===== src/rtl/plm_pkg.sv =====
package plm_pkg;
    localparam int NUM_PHY    = 32;
    localparam int PHY_AW     = 5;
    localparam int REG_AW     = 5;
    localparam int DATA_W     = 16;
    localparam int NUM_MON    = 2;
    localparam int STATUS_REG = 1;
    localparam int LINK_BIT   = 2;

    typedef enum logic [1:0] {
        MON_RESYNC = 2'd0,
        MON_DOWN   = 2'd1,
        MON_UP     = 2'd2
    } mon_state_e;

    typedef struct packed {
        logic [PHY_AW-1:0] phy;
        logic              int_en;
        logic              pin_sel;
    } mon_cfg_t;
endpackage


===== src/rtl/plm_sync2.sv =====
module plm_sync2 #(
    parameter int W = 2
) (
    input  logic         clk,
    input  logic         rst_n,
    input  logic [W-1:0] d,
    output logic [W-1:0] q
);
    logic [W-1:0] stage1;

    always_ff @(posedge clk) begin
        if (!rst_n) begin
            stage1 <= '0;
            q      <= '0;
        end else begin
            stage1 <= d;
            q      <= stage1;
        end
    end
endmodule


===== src/rtl/plm_bitmap.sv =====
module plm_bitmap
    import plm_pkg::*;
#(
    parameter int N_PHY  = NUM_PHY,
    parameter int AW     = PHY_AW,
    parameter int RW     = REG_AW,
    parameter int DW     = DATA_W,
    parameter int ST_REG = STATUS_REG,
    parameter int LB     = LINK_BIT
) (
    input  logic          clk,
    input  logic          rst_n,
    input  logic          done_valid,
    input  logic          done_write,
    input  logic [AW-1:0] done_phy,
    input  logic [RW-1:0] done_reg,
    input  logic          done_ack,
    input  logic [DW-1:0] done_rdata,
    input  logic          clr_we,
    input  logic [N_PHY-1:0] clr_mask,
    output logic [N_PHY-1:0] alive_q,
    output logic [N_PHY-1:0] link_q
);
    logic [N_PHY-1:0] alive_nxt;
    logic [N_PHY-1:0] link_nxt;
    logic             status_read;

    assign status_read = done_valid && !done_write && (done_reg == RW'(ST_REG));

    always_comb begin
        alive_nxt = alive_q;
        if (clr_we) begin
            alive_nxt = alive_q & ~clr_mask;
        end
        if (done_valid) begin
            alive_nxt[done_phy] = done_ack;
        end
        link_nxt = link_q;
        if (status_read) begin
            link_nxt[done_phy] = done_ack & done_rdata[LB];
        end
    end

    always_ff @(posedge clk) begin
        if (!rst_n) begin
            alive_q <= '0;
            link_q  <= '0;
        end else begin
            alive_q <= alive_nxt;
            link_q  <= link_nxt;
        end
    end
endmodule


===== src/rtl/plm_monitor.sv =====
module plm_monitor
    import plm_pkg::*;
#(
    parameter int N_PHY = NUM_PHY,
    parameter int AW    = PHY_AW
) (
    input  logic             clk,
    input  logic             rst_n,
    input  logic             cfg_we,
    input  logic [AW-1:0]    cfg_phy,
    input  logic             cfg_int_en,
    input  logic             cfg_pin_sel,
    input  logic [N_PHY-1:0] link_vec,
    input  logic             pin_level,
    input  logic             wr_we,
    input  logic             wr_bit,
    input  logic             test_mode,
    output logic             raw_q,
    output logic             masked
);
    mon_cfg_t   cfg_q;
    mon_state_e state_q, state_nxt;
    logic       src;
    logic       change;
    logic       raw_nxt;

    always_ff @(posedge clk) begin
        if (!rst_n) begin
            state_q <= MON_RESYNC;
            cfg_q   <= '0;
            raw_q   <= 1'b0;
        end else begin
            state_q <= state_nxt;
            raw_q   <= raw_nxt;
            if (cfg_we) begin
                cfg_q.phy     <= cfg_phy;
                cfg_q.int_en  <= cfg_int_en;
                cfg_q.pin_sel <= cfg_pin_sel;
            end
        end
    end

    always_comb begin
        src       = cfg_q.pin_sel ? pin_level : link_vec[cfg_q.phy];
        state_nxt = state_q;
        change    = 1'b0;
        unique case (state_q)
            MON_RESYNC: state_nxt = src ? MON_UP : MON_DOWN;
            MON_DOWN: begin
                if (src) begin
                    state_nxt = MON_UP;
                    change    = 1'b1;
                end
            end
            MON_UP: begin
                if (!src) begin
                    state_nxt = MON_DOWN;
                    change    = 1'b1;
                end
            end
            default: state_nxt = MON_RESYNC;
        endcase
        if (cfg_we) begin
            state_nxt = MON_RESYNC;
        end
        raw_nxt = raw_q;
        if (wr_we && wr_bit) begin
            raw_nxt = test_mode;
        end
        if (change) begin
            raw_nxt = 1'b1;
        end
        masked = raw_q & cfg_q.int_en;
    end
endmodule


===== src/rtl/phy_link_monitor.sv =====
module phy_link_monitor
    import plm_pkg::*;
#(
    parameter int N_PHY = NUM_PHY,
    parameter int AW    = PHY_AW,
    parameter int RW    = REG_AW,
    parameter int DW    = DATA_W,
    parameter int N_MON = NUM_MON,
    localparam int IW   = (N_MON > 1) ? $clog2(N_MON) : 1
) (
    input  logic             clk,
    input  logic             rst_n,
    input  logic             done_valid,
    input  logic             done_write,
    input  logic [AW-1:0]    done_phy,
    input  logic [RW-1:0]    done_reg,
    input  logic             done_ack,
    input  logic [DW-1:0]    done_rdata,
    input  logic [N_MON-1:0] link_pin,
    input  logic             cfg_we,
    input  logic [IW-1:0]    cfg_idx,
    input  logic [AW-1:0]    cfg_phy,
    input  logic             cfg_int_en,
    input  logic             cfg_pin_sel,
    input  logic             alive_clr_we,
    input  logic [N_PHY-1:0] alive_clr_mask,
    input  logic             chg_we,
    input  logic [N_MON-1:0] chg_wdata,
    input  logic             test_mode,
    output logic [N_PHY-1:0] alive,
    output logic [N_PHY-1:0] link,
    output logic [N_MON-1:0] chg_raw,
    output logic [N_MON-1:0] chg_masked,
    output logic             irq
);
    logic [N_MON-1:0] pin_sync;

    plm_sync2 #(.W(N_MON)) u_sync (
        .clk   (clk),
        .rst_n (rst_n),
        .d     (link_pin),
        .q     (pin_sync)
    );

    plm_bitmap #(
        .N_PHY (N_PHY),
        .AW    (AW),
        .RW    (RW),
        .DW    (DW)
    ) u_bitmap (
        .clk        (clk),
        .rst_n      (rst_n),
        .done_valid (done_valid),
        .done_write (done_write),
        .done_phy   (done_phy),
        .done_reg   (done_reg),
        .done_ack   (done_ack),
        .done_rdata (done_rdata),
        .clr_we     (alive_clr_we),
        .clr_mask   (alive_clr_mask),
        .alive_q    (alive),
        .link_q     (link)
    );

    for (genvar k = 0; k < N_MON; k++) begin : g_mon
        plm_monitor #(
            .N_PHY (N_PHY),
            .AW    (AW)
        ) u_mon (
            .clk         (clk),
            .rst_n       (rst_n),
            .cfg_we      (cfg_we && (cfg_idx == IW'(k))),
            .cfg_phy     (cfg_phy),
            .cfg_int_en  (cfg_int_en),
            .cfg_pin_sel (cfg_pin_sel),
            .link_vec    (link),
            .pin_level   (pin_sync[k]),
            .wr_we       (chg_we),
            .wr_bit      (chg_wdata[k]),
            .test_mode   (test_mode),
            .raw_q       (chg_raw[k]),
            .masked      (chg_masked[k])
        );
    end

    assign irq = |chg_masked;
endmodule


===== config.mk =====
export PLATFORM = sky130hd
export DESIGN_NAME = phy_link_monitor
export DESIGN_NICKNAME = d
export VERILOG_FILES = /design/src/rtl/plm_pkg.sv /design/src/rtl/plm_sync2.sv /design/src/rtl/plm_bitmap.sv /design/src/rtl/plm_monitor.sv /design/src/rtl/phy_link_monitor.sv
export SDC_FILE = /design/constraint.sdc
export NUM_CORES = 1
export LEC_CHECK = 0
export BUFFER_PORTS_ARGS = -buffer_cell sky130_fd_sc_hd__buf_2
export CORE_UTILIZATION = 47
export CTS_CLUSTER_SIZE = 14
export DETAILED_ROUTE_END_ITERATION = 12
export PLACE_DENSITY = 0.78
export REMOVE_ABC_BUFFERS = 1
export SLEW_MARGIN = 10
export SYNTH_ARGS = -nofsm -noshare
export SYNTH_HDL_FRONTEND = slang
export SYNTH_HIERARCHICAL = 1
export SYNTH_SLANG_ARGS = --single-unit

===== constraint.sdc =====
create_clock -name clk -period 1.7 [get_ports clk]
set_input_delay 0.085 -clock clk [delete_from_list [all_inputs] [get_ports clk]]
set_output_delay 0.085 -clock clk [all_outputs]
set_load 0.1 [all_outputs]

# == Word level (Yosys, flattened, before mapping) ==
# Cells that the tools add are included.
# W data, S select, Z words.
# op_classes
n_bitwise,7
eq_ne,9
mux,30
order_cmp,4
n_reduce_logical,17
# ops
op,count
$bwmux W32,2
$mux W32,2
$and A32 B32 Y32,1
$not A32 Y32,1
$lt A5 B6 Y1 const B,3
$mux W1,13
$mux W2,6
$pmux W2 S3,2
$bmux W1 S5,2
$logic_and A1 B1 Y1,7
$reduce_or A2 Y1,3
$demux W1 S5,1
$eq A5 B1 Y1 const B,1
$ge A5 B1 Y1 const B,1
$eq A2 B1 Y1 const B,2
$eq A2 B2 Y1 const B,2
$logic_not A2 Y1,2
$ne A2 B1 Y1 const B,2
$ne A2 B2 Y1 const B,2
$pmux W1 S2,2
$reduce_and A2 Y1,2
$reduce_bool A2 Y1,2
$and A1 B1 Y1,3
$not A1 Y1,2
$logic_not A1 Y1,1
# word_totals
elab_cells,81
input_bits,79
ff_bits,88

# == Logic depth before layout (Yosys ltp) ==
# Gate-level depths: netlist (run 1).
# depth
word_depth,6
ltp_mapped,7
depth_no_buf,5

# == Modules after synthesis ==
# The synthesis (run 1) kept the hierarchy.
# by_module_without_submodules
module,cells_per_inst,area_per_inst_um2,instances
plm_bitmap,361,3233.1,1
plm_monitor,66,729.4,2
plm_sync2,8,105.1,1
phy_link_monitor,3,22.5,1

# == Worst setup path before layout (run 1) ==
# No wires, ideal clock.
# synth_timing
kind,reg-to-output
from,register g_mon[1].u_mon.raw_q
to,output irq
n_path_buf,0
path_slack_ns,-1.020
required_time_ns,1.615
arrival_ns,2.635
path_stages_with_launch,3
path_cell_list,dfxtp_1 > and2_1 > or2_1
# synth_via
elab_chain_cells,2
# synth_rtl
item,line_no,text
from (decl),plm_monitor.sv:18,"output logic raw_q,"
from (signal assigned),plm_monitor.sv:34,raw_q <= raw_nxt;
$and A1 B1 Y1,plm_monitor.sv:73,masked = raw_q & cfg_q.int_en;
named net chg_masked[1],phy_link_monitor.sv:33,"output logic [N_MON-1:0] chg_masked,"
$reduce_or A2 Y1,phy_link_monitor.sv:86,assign irq = |chg_masked;
to (decl),phy_link_monitor.sv:34,output logic irq
# The timed path passes the listed nets, and every way through them passes these cells.

# == Worst setup path in the final report (run 1) ==
# layout_timing
from,register g_mon[1].u_mon/cfg_q[2] (netlist bit)
to,register g_mon[1].u_mon.state_q[0]
# layout_via
elab_chain_cells,5
elab_cells_between_ends,8
cone_classes,eq/ne (2); mux (5); reduce/logical (1)
# layout_rtl
item,line_no,text
from (decl),plm_monitor.sv:21,mon_cfg_t cfg_q;
$bmux W1 S5 *,plm_monitor.sv:44,src = cfg_q.pin_sel ? pin_level : link_vec[cfg_q.phy];
$mux W1 (not written as such) *,plm_monitor.sv:44,
$mux W1 *,plm_monitor.sv:44,
$mux W2 (tied with other cells),plm_monitor.sv:48,MON_RESYNC: state_nxt = src ? MON_UP : MON_DOWN;
$pmux W2 S3 / $reduce_and A2 Y1 (equally long branches),-,
to (signal assigned),plm_monitor.sv:33,state_q <= state_nxt;
to (decl),plm_monitor.sv:22,"mon_state_e state_q, state_nxt;"
# Mark *: on every way between the ends. The rest lies on a longest branch, timed or not. The select of a mux whose other input is x is not followed.
# A chain may end at the register's enable or synchronous reset.

==> metrics.cfg, run 1 <==
[place]
preCtsSetupSlack_ns = -0.1910
dpl_cell_area_mm2 = 0.005640
gp_congestion = 0.9217
io_buffers = 132
dp_hpwl_um = 10360

[finish]
finish.net_count = 722
fin_area_mm2 = 0.005987
multi_input_area_mm2 = 0.002799
fillCellCount = 814
areaGrowthSynthToFinish_pct = 24.22
drive_gt1_share_pct = 34.72
antenna_cells = 0
seq_area_mm2 = 0.001764

[outcome]
failed_checks = setup timing
status = finished, violations left

[route]
drtAntennaViolNets = 0
drcViolationCount = 0
routed_wirelength_um = 14290
drtPass1Iterations = 5
viasPerCell = 5.858
routedWlPerCell_um = 18.29
drt_iter0_markers = 279
num_vias = 4575

[floorplanning]
num_rows = 36
dieArea_mm2 = 0.01066
coreArea_mm2 = 0.009864
die_h_um = 103.3
die_x_um = 103.3
io_pins = 148
start_util_pct = 48.86

[power_and_ir_drop]
powerDensity_mw_per_mm2 = 721.8
p_total_w = 0.004322
vdd_drop_max_uv = 349.0
leakagePower_nw = 2.562

[critical_path]
setup.worst_path.class = reg2reg
startpoint = g_mon[1].u_mon/cfg_q[2]
r2r_slack_ns = -0.20
r2r-end = g_mon[1].u_mon/state_q[0]
critPathCaptureType = flip-flop
crit_end = g_mon[1].u_mon/state_q[0]
startpoint_type = flip-flop
crit_path_max_fanout = 9
reg2reg_depth = 6
worstPathRequired_ns = 1.98
worstPathArrival_ns = 2.18
reg2reg_from = g_mon[1].u_mon/cfg_q[2]

[timing]
hold_viol_final = 0
hold_ws_ns = 0.01286
drv_slew = 0
rsz0062_at_grt = true
layout_setup_ws_ns = -0.2041
max_freq_mhz = 525.2
tns_ns = -0.9968
setup-violations-final = 6
finalCriticalPeriod_ns = 1.904
timing_worst_slew_pin_value_ns = 0.6159
slew_headroom_pct = 58.76
fin_crit_sh_pct = 112.0
finalClockSkew_ns = 0.01368

[clock_network]
clk_pin_slew_worst_paths_ns = 0.09
clock_latency_ns = 0.38
cts_tree = yes
clk_path_buf_depth = 2
root_buffer = clkbuf_8
cts.sinks = 88
cts-buffers-inserted = 9
cts_htree_levels = 3

[synthesis]
synth_area_per_cell_um2 = 9.563
ys_warn_count = 6
ys_types = 43
synthCells = 504
synth_top_area_cell = dfxtp_1
yosys.area.top_type_share_pct = 36.55
yosysSeqAreaShare_pct = 36.55
synth.area.top_cells = dfxtp_1 (37%), mux2i_1 (14%), mux4_2 (5.6%), nand2_1 (5.5%), a21boi_1 (5.0%)
yosys_register_bits = 88
syn_area_mm2 = 0.004820

[global_route]
antenna_found_initial = 0
grt_first_pass_wirelength_um = 22290
globalRouteOverflowTotal = 0
grt_max_degree = 33
grt.total_usage_pct = 27.56
grt_pass1_vias = 4505

[min_path]
hold_path_class = in2reg

[run]
maxCapViolCount = 0

area by class of cell:
class	instances	area share (%)
well taps	133	2.780
clock buffers	12	2.759
repair buffers	176	17.26
clock inverters	4	0.8568
multi-input cells	366	46.75
inverters	2	0.1254
flip-flops and latches	88	29.47
where the power goes:
part / internal [W] / leakage [nW] / switching [W]
Sequential: 0.00210 / 0.713 / 0.0000341
Combinational: 0.000228 / 1.74 / 0.000383
Clock: 0.000800 / 0.109 / 0.000779
Total: 0.00312 / 2.56 / 0.00120
sequential cells by signal, indices dropped and copies added, names as in the netlist:
register             count
g_mon.u_mon/cfg_q       14
g_mon.u_mon/raw_q        2
g_mon.u_mon/state_q      4
u_bitmap/alive_q        32
u_bitmap/link_q         32
u_sync/q                 2
u_sync/stage1            2
Yosys cell counts (all sizes together):
library cell / instances
nand4: 26
nand3: 37
nor3b: 4
inv: 2
nand2: 71
and4bb: 1
nor4: 8
mux4: 12
a22oi: 2
or3: 2
nor2b: 10
dfxtp: 88
nor2: 17
and3: 2
or3b: 4
nand4bb: 1
nor4b: 2
o211ai: 32
nor3: 2
or2: 1
a21o: 2
and2b: 1
and4b: 2
nand4b: 2
buf: 17
a21boi: 34
nand3b: 5
mux2i: 66
mux2: 2
and3b: 5
and2: 9
clkbuf: 31
o21ai: 2
a221oi: 2
cells in the final DEF, fill, tap and decap left out, types with 17 or more instances in the layout:
cell | Yosys | final
nand2_1 | 70 | 70
a21boi_1 | 32 | 32
nand4_1 | 26 | 26
nor2_1 | 17 | 17
buf_2 | 6 | 132
mux2i_1 | 66 | 66
nand3_1 | 37 | 37
buf_4 | 4 | 32
dfxtp_1 | 88 | 86
o211ai_1 | 32 | 32
cell families (layout without fill, tap and decap cells):
family	after synthesis	after routing	synth area share, %
AND/OR/NAND/NOR	212	212	25.93
AO/OA/AOI/OAI	74	74	11.89
buffers and inverters	50	194	5.841
multiplexers	80	80	19.78
flip-flops	88	88	36.55
through the flow:
stage	std cells	util (%)
finish	781	60.69
global route	781	60.69
CTS	780	60.62
detailed placement	755	57.18
global placement	755	57.18
floorplan	456	-
how the worst min path moves through the flow:
stage | slack (ns) | to | depth (start not counted) | startpoint
after floorplan | 0.21 | u_sync/q[1] | 1 | rst_n
after global placement | 0.29 | u_sync/stage1[0] | 2 | link_pin[0]
after detailed placement | 0.29 | u_sync/stage1[0] | 2 | link_pin[0]
after CTS | 0.006 | u_bitmap/alive_q[0] | 4 | alive_clr_mask[0]
after global routing | 0.03 | u_bitmap/alive_q[22] | 4 | alive_clr_mask[22]
final | 0.01 | u_bitmap/alive_q[0] | 4 | alive_clr_mask[0]
timing repair:
action | CTS | global route
hold buffers | 9 | 0
pin swaps | 2 | 2
gates resized for setup | 6 | 0
hold endpoints to repair | 14 | 0
setup buffers | 0 | 1
endpoints found under the setup margin | 6 | 6
metal layers:
layer  wire (um)  track usage (%)  up-vias
li1            -                -     2126
met1        5984            34.85     2207
met2        7000            46.46      211
met3         943            4.167       31
met4         357            12.78        0
met5           0                0        -
worst max-delay path, stage by stage, from the launching register on:
cell	delay, ns
dfxtp_2	0.34
buf_12	0.14
mux2i_1	0.12
mux4_2	0.52
a221oi_4	0.37
a21boi_2	0.11
and4b_1	0.20
Power figures use the tool's default switching activity.
==> run 2: changes to the inputs <==
--- a/config.mk
+++ b/config.mk
@@ -9,7 +9,9 @@
 export CORE_UTILIZATION = 47
 export CTS_CLUSTER_SIZE = 14
 export DETAILED_ROUTE_END_ITERATION = 12
+export GPL_TIMING_DRIVEN = 1
 export PLACE_DENSITY = 0.78
+export RECOVER_POWER = 100
 export REMOVE_ABC_BUFFERS = 1
 export SLEW_MARGIN = 10
 export SYNTH_ARGS = -nofsm -noshare
==> metrics.cfg, run 2 (synthesis results as in run 1) <==
[critical_path]
startpoint_type = flip-flop
crit_path_max_fanout = 9  ; unchanged
r2r-end = g_mon[1].u_mon/state_q[1]
slowest_delay_ns = 0.52  ; about the same
reg2reg_from = g_mon[1].u_mon/cfg_q[2]
startpoint = g_mon[1].u_mon/cfg_q[2]
cp.depth = 6  ; unchanged
crit_end = g_mon[1].u_mon/state_q[1]
critPathCaptureType = flip-flop
r2r_slack_ns = -0.20  ; about the same
path_cells = buf_12, mux2i_1, mux4_2, a221oi_4, a21boi_2, nor4b_2
critical-path-slowest-cell = mux4_2
setup.worst_path.class = reg2reg
cp_top_family = multiplexers
worstPathRequired_ns = 1.98  ; about the same
critical_path_buf_inv_count = 1  ; unchanged
reg2reg_depth = 6  ; unchanged
worstPathArrival_ns = 2.18  ; about the same

[finish]
final_common_cell = dfxtp_1
fillCellCount = 833  ; +2.3%
final_cell_mix = dfxtp_1 (86), nand2_1 (70), clkbuf_2 (69)
fin_area_mm2 = 0.005872  ; -1.9%
drive_gt1_share_pct = 31.17  ; -3.5 points
utilization_pct = 59.53  ; -1.2 points
areaGrowthSynthToFinish_pct = 21.83
largestRegisters = u_bitmap/alive_q (32), u_bitmap/link_q (32), g_mon.u_mon/cfg_q (14)
finish.net_count = 722  ; unchanged
antenna_cells = 0  ; unchanged

[route]
num_vias = 4599  ; +0.52%
drcViolationCount = 0  ; unchanged
drt_iter0_markers = 240  ; -14%
routedWlPerCell_um = 18.29  ; unchanged
drtAntennaViolNets = 0  ; unchanged
drtPass1Iterations = 5  ; unchanged
routed_wirelength_um = 14290  ; unchanged
viasPerCell = 5.889  ; +0.52%

[timing]
finalCriticalPeriod_ns = 1.896  ; -0.008117 ns
max_freq_mhz = 527.4  ; +0.43%
fin_crit_sh_pct = 111.5  ; -0.48 points
rsz0062_at_grt = true
setup-violations-final = 6  ; unchanged
tns_ns = -0.9646  ; +0.03220 ns
layout_setup_ws_ns = -0.1960  ; +0.008117 ns
drv_slew = 0  ; unchanged
timing_worst_slew_pin_value_ns = 1.119  ; +0.5029 ns
finalClockSkew_ns = 0.01244  ; -0.001240 ns
hold_viol_final = 0  ; unchanged
slew_headroom_pct = 25.25  ; -34 points

[global_route]
antenna_found_initial = 0  ; unchanged
grt_max_degree = 33  ; unchanged
grt.total_usage_pct = 27.56  ; unchanged
globalRouteOverflowTotal = 0  ; unchanged
grt_pass1_vias = 4505  ; unchanged
grt_first_pass_wirelength_um = 22290  ; unchanged

[clock_network]
root_buffer = clkbuf_8
clk_pin_slew_worst_paths_ns = 0.09  ; about the same
cts.sinks = 88  ; unchanged
clk_path_buf_depth = 2  ; unchanged
cts-buffers-inserted = 9  ; unchanged
clock_latency_ns = 0.38  ; about the same
cts_tree = yes
cts_htree_levels = 3  ; unchanged

[place]
io_buffers = 132  ; unchanged
dpl_cell_area_mm2 = 0.005640  ; unchanged
gp_congestion = 0.9217  ; unchanged
dp_hpwl_um = 10360  ; unchanged

[run]
maxCapViolCount = 0  ; unchanged

[outcome]
status = finished, violations left
failed_checks = setup timing

[power_and_ir_drop]
vdd_drop_max_uv = 349.1  ; about the same
powerDensity_mw_per_mm2 = 730.0  ; +1.1%
leakagePower_nw = 2.434  ; -5.0%

[floorplanning]
die_h_um = 103.3  ; unchanged
io_pins = 148  ; unchanged
num_rows = 36  ; unchanged
coreArea_mm2 = 0.009864  ; unchanged
die_x_um = 103.3  ; unchanged
start_util_pct = 48.86  ; unchanged
dieArea_mm2 = 0.01066  ; unchanged

[min_path]
hold_path_class = in2reg

## run 2: cell types whose count changed in the layout (fill, tap and decap cells not counted), moves of 4 or more
cell,delta
a21boi_0,+28
a21boi_1,-28
buf_2,-75
clkbuf_1,+9
clkbuf_2,+69
nor3b_1,+4
nor4_1,+8
nor4_2,-8
## run 2: what timing repair did
item                                   in CTS  in global routing
hold buffers                                9                  0
resized for setup                           6                  0
pin swaps                                   2                  2
buffers inserted                            0                  1
gates cloned                                0                  0
endpoints found under the hold margin      14                  0
setup endpoints to repair                   6                  6
## run 2: layer usage
| metal | GRT usage [%] | wire [um] | vias to the layer above |
|---|---|---|---|
| met2 | 46.46 | 7064 | 202 |
| met4 | 12.78 | 406 | 0 |
| met3 | 4.167 | 842 | 35 |
| met5 | 0 | 0 | - |
| li1 | - | - | 2132 |
| met1 | 34.85 | 5972 | 2230 |
## run 2: through the flow
stage	worst slack, ns	cells	hold WS, ns	total power, W
after floorplan	-1.020	456	0.2067	0.002488
after global placement	-0.1179	755	0.2919	0.002731
after detailed placement	-0.1910	755	0.2945	0.002748
after CTS	-0.1853	780	0.006061	0.004312
after global routing	-0.2539	781	0.03640	0.004428
final	-0.1960	781	0.01815	0.004287
## run 2: area by class of cell
type	instances	area [um^2]	share of cell area, %
sequential	88	1764	30.04
multi-input combinational	366	2703	46.03
timing repair buffer	176	1015	17.28
inverter	2	7.507	0.1279
clock buffer	12	165.2	2.813
clock inverter	4	51.30	0.8736
tap	133	166.4	2.834
## run 2: how the worst min path moves through the flow
stage,slack [ns],from,end,cells past startpoint
2_1_floorplan,0.21,rst_n,u_sync/q[1],1
3_3_place_gp,0.29,link_pin[0],u_sync/stage1[0],2
3_5_place_dp,0.29,link_pin[0],u_sync/stage1[0],2
4_1_cts,0.006,alive_clr_mask[0],u_bitmap/alive_q[0],4
5_1_grt,0.04,alive_clr_mask[10],u_bitmap/alive_q[10],4
6_report,0.02,alive_clr_mask[10],u_bitmap/alive_q[10],4
## run 2: worst register-to-register path, cell delays in order, from the launching register on
cell      delay [ns]
dfxtp_2         0.35
buf_12          0.14
mux2i_1         0.12
mux4_2          0.52
a221oi_4        0.36
a21boi_2        0.11
nor4b_2         0.21
## run 2: where the power goes
part           switching (W)  internal, W  total (W)
registers          0.0000344      0.00210    0.00213
logic               0.000373     0.000215   0.000588
clock network       0.000767     0.000800    0.00157
total                0.00117      0.00311    0.00429
==> run 3: changes to the inputs <==
--- a/config.mk
+++ b/config.mk
@@ -11,7 +11,7 @@
 export DETAILED_ROUTE_END_ITERATION = 12
 export GPL_TIMING_DRIVEN = 1
 export PLACE_DENSITY = 0.78
-export RECOVER_POWER = 100
+export RECOVER_POWER = 25
 export REMOVE_ABC_BUFFERS = 1
 export SLEW_MARGIN = 10
 export SYNTH_ARGS = -nofsm -noshare
==> metrics.cfg, run 3 (synthesis results as in run 1) <==
[route]
drcViolationCount = 0  ; unchanged
drt_iter0_markers = 270  ; +13%
routedWlPerCell_um = 18.24  ; -0.29%
routed_wirelength_um = 14240  ; -0.29%
drtPass1Iterations = 5  ; unchanged
num_vias = 4601  ; +0.043%
viasPerCell = 5.891  ; about the same
drtAntennaViolNets = 0  ; unchanged

[finish]
drive_gt1_share_pct = 33.33  ; +2.2 points
final_cell_mix = buf_2 (126), dfxtp_1 (86), nand2_1 (70)
largestRegisters = u_bitmap/alive_q (32), u_bitmap/link_q (32), g_mon.u_mon/cfg_q (14)
fillCellCount = 824  ; -1.1%
areaGrowthSynthToFinish_pct = 23.73
final_common_cell = buf_2
fin_area_mm2 = 0.005963  ; +1.6%
finish.net_count = 722  ; unchanged
utilization_pct = 60.45  ; +0.93 points
antenna_cells = 0  ; unchanged

[power_and_ir_drop]
powerDensity_mw_per_mm2 = 721.3  ; -1.2%
p_seq_share_pct = 49.6  ; about the same
switching_share_pct = 27.49  ; +0.094 points
switching_power_w = 0.001183  ; +0.68%
leakagePower_nw = 2.528  ; +3.8%
vdd_drop_max_uv = 348.8  ; about the same
combPwrFrac_pct = 14.0  ; +0.3 points
p_total_w = 0.004301  ; +0.34%
intPower_w = 0.003119  ; +0.21%
p_clk_share_pct = 36.4  ; -0.2 points

[place]
dpl_cell_area_mm2 = 0.005640  ; unchanged
preCtsSetupSlack_ns = -0.1910  ; unchanged
io_buffers = 132  ; unchanged
gp_congestion = 0.9217  ; unchanged
dp_hpwl_um = 10360  ; unchanged

[floorplanning]
die_x_um = 103.3  ; unchanged
io_pins = 148  ; unchanged
num_rows = 36  ; unchanged
start_util_pct = 48.86  ; unchanged
coreArea_mm2 = 0.009864  ; unchanged
die_h_um = 103.3  ; unchanged
dieArea_mm2 = 0.01066  ; unchanged

[timing]
layout_setup_ws_ns = -0.2035  ; -0.007478 ns
fin_crit_sh_pct = 112.0  ; +0.44 points
drv_slew = 0  ; unchanged
rsz0062_at_grt = true
timing_worst_slew_pin_value_ns = 0.7446  ; -0.3742 ns
hold_viol_final = 0  ; unchanged
finalClockSkew_ns = 0.01464  ; +0.002198 ns
hold_ws_ns = 0.01692  ; -0.001234 ns
max_freq_mhz = 525.4  ; -0.39%
slew_headroom_pct = 50.36  ; +25 points
setup-violations-final = 6  ; unchanged
finalCriticalPeriod_ns = 1.903  ; +0.007478 ns

[clock_network]
clk_pin_slew_worst_paths_ns = 0.09  ; about the same
root_buffer = clkbuf_8
cts-buffers-inserted = 9  ; unchanged
cts_htree_levels = 3  ; unchanged
clk_path_buf_depth = 2  ; unchanged
cts.sinks = 88  ; unchanged
cts_tree = yes
clock_latency_ns = 0.38  ; about the same

[global_route]
grt_first_pass_wirelength_um = 22290  ; unchanged
grt_max_degree = 33  ; unchanged
grt_pass1_vias = 4505  ; unchanged
grt.total_usage_pct = 27.56  ; unchanged
antenna_found_initial = 0  ; unchanged
globalRouteOverflowTotal = 0  ; unchanged

[critical_path]
cp_top_family = multiplexers
critPathCaptureType = flip-flop
crit_path_max_fanout = 9  ; unchanged
slowest_delay_ns = 0.52  ; about the same
setup.worst_path.class = reg2reg
startpoint_type = flip-flop
critical-path-slowest-cell = mux4_2
worstPathRequired_ns = 1.97  ; about the same
path_cells = buf_12, mux2i_1, mux4_2, a221oi_4, a21boi_2, and4b_1
critical_path_buf_inv_count = 1  ; unchanged
worstPathArrival_ns = 2.18  ; about the same

[min_path]
hold_path_class = in2reg

[outcome]
failed_checks = setup timing
status = finished, violations left

[run]
maxCapViolCount = 0  ; unchanged

## run 3: repair_timing
item	in CTS	in global routing
setup buffers	0	1
gates cloned	0	0
hold endpoints to repair	14	0
pin swaps	2	2
endpoints found under the setup margin	6	6
resized for setup	6	0
hold buffers	9	0
## run 3: power by group through the flow
stage / logic [W] / clock network [W] / registers [W]
finish: 0.000603 / 0.00157 / 0.00213
global route: 0.000642 / 0.00167 / 0.00214
CTS: 0.000596 / 0.00159 / 0.00213
detailed placement: 0.000572 / 0 / 0.00218
global placement: 0.000557 / 0 / 0.00217
floorplan: 0.000240 / 0 / 0.00225
## run 3: metal layers
metal	track usage, %	share of wire [%]	vias to the layer above
met4	12.78	2.8	0
met2	46.46	49	207
met5	0	0	-
met1	34.85	42	2231
li1	-	-	2125
met3	4.167	6.0	38
## run 3: final cells by class
type / count / area (um^2) / share of cell area (%)
Clock buffer: 12 / 165.2 / 2.770
Clock inverter: 4 / 51.30 / 0.8603
Inverter: 2 / 7.507 / 0.1259
Multi-Input combinational cell: 366 / 2790 / 46.79
Sequential cell: 88 / 1764 / 29.58
Tap cell: 133 / 166.4 / 2.791
Timing Repair Buffer: 176 / 1018 / 17.08
## run 3: through the flow
step	TNS (ns)	cells
2_1_floorplan	-4.980	456
4_1_cts	-0.9153	780
6_report	-0.9949	781
3_5_place_dp	-0.9123	755
3_3_place_gp	-0.4899	755
5_1_grt	-1.413	781
## run 3: worst register-to-register path, delay by kind of cell (launching register included)
kind                   cells  cell delay (ns)
buffers and inverters      1             0.14
AND/OR/NAND/NOR            1             0.20
AO/OA/AOI/OAI              2             0.47
flip-flops                 1             0.35
multiplexers               2             0.64
## run 3: worst paths after layout
| check | end | slack [ns] | startpoint | cells past startpoint |
|---|---|---|---|---|
| max reg2reg | g_mon[1].u_mon/state_q[0] | -0.20 | g_mon[1].u_mon/cfg_q[2] | 6 |
| min | u_bitmap/alive_q[0] | 0.02 | alive_clr_mask[0] | 4 |
| min reg2reg | u_sync/q[0] | 0.44 | u_sync/stage1[0] | 1 |
| max | g_mon[1].u_mon/state_q[0] | -0.20 | g_mon[1].u_mon/cfg_q[2] | 6 |
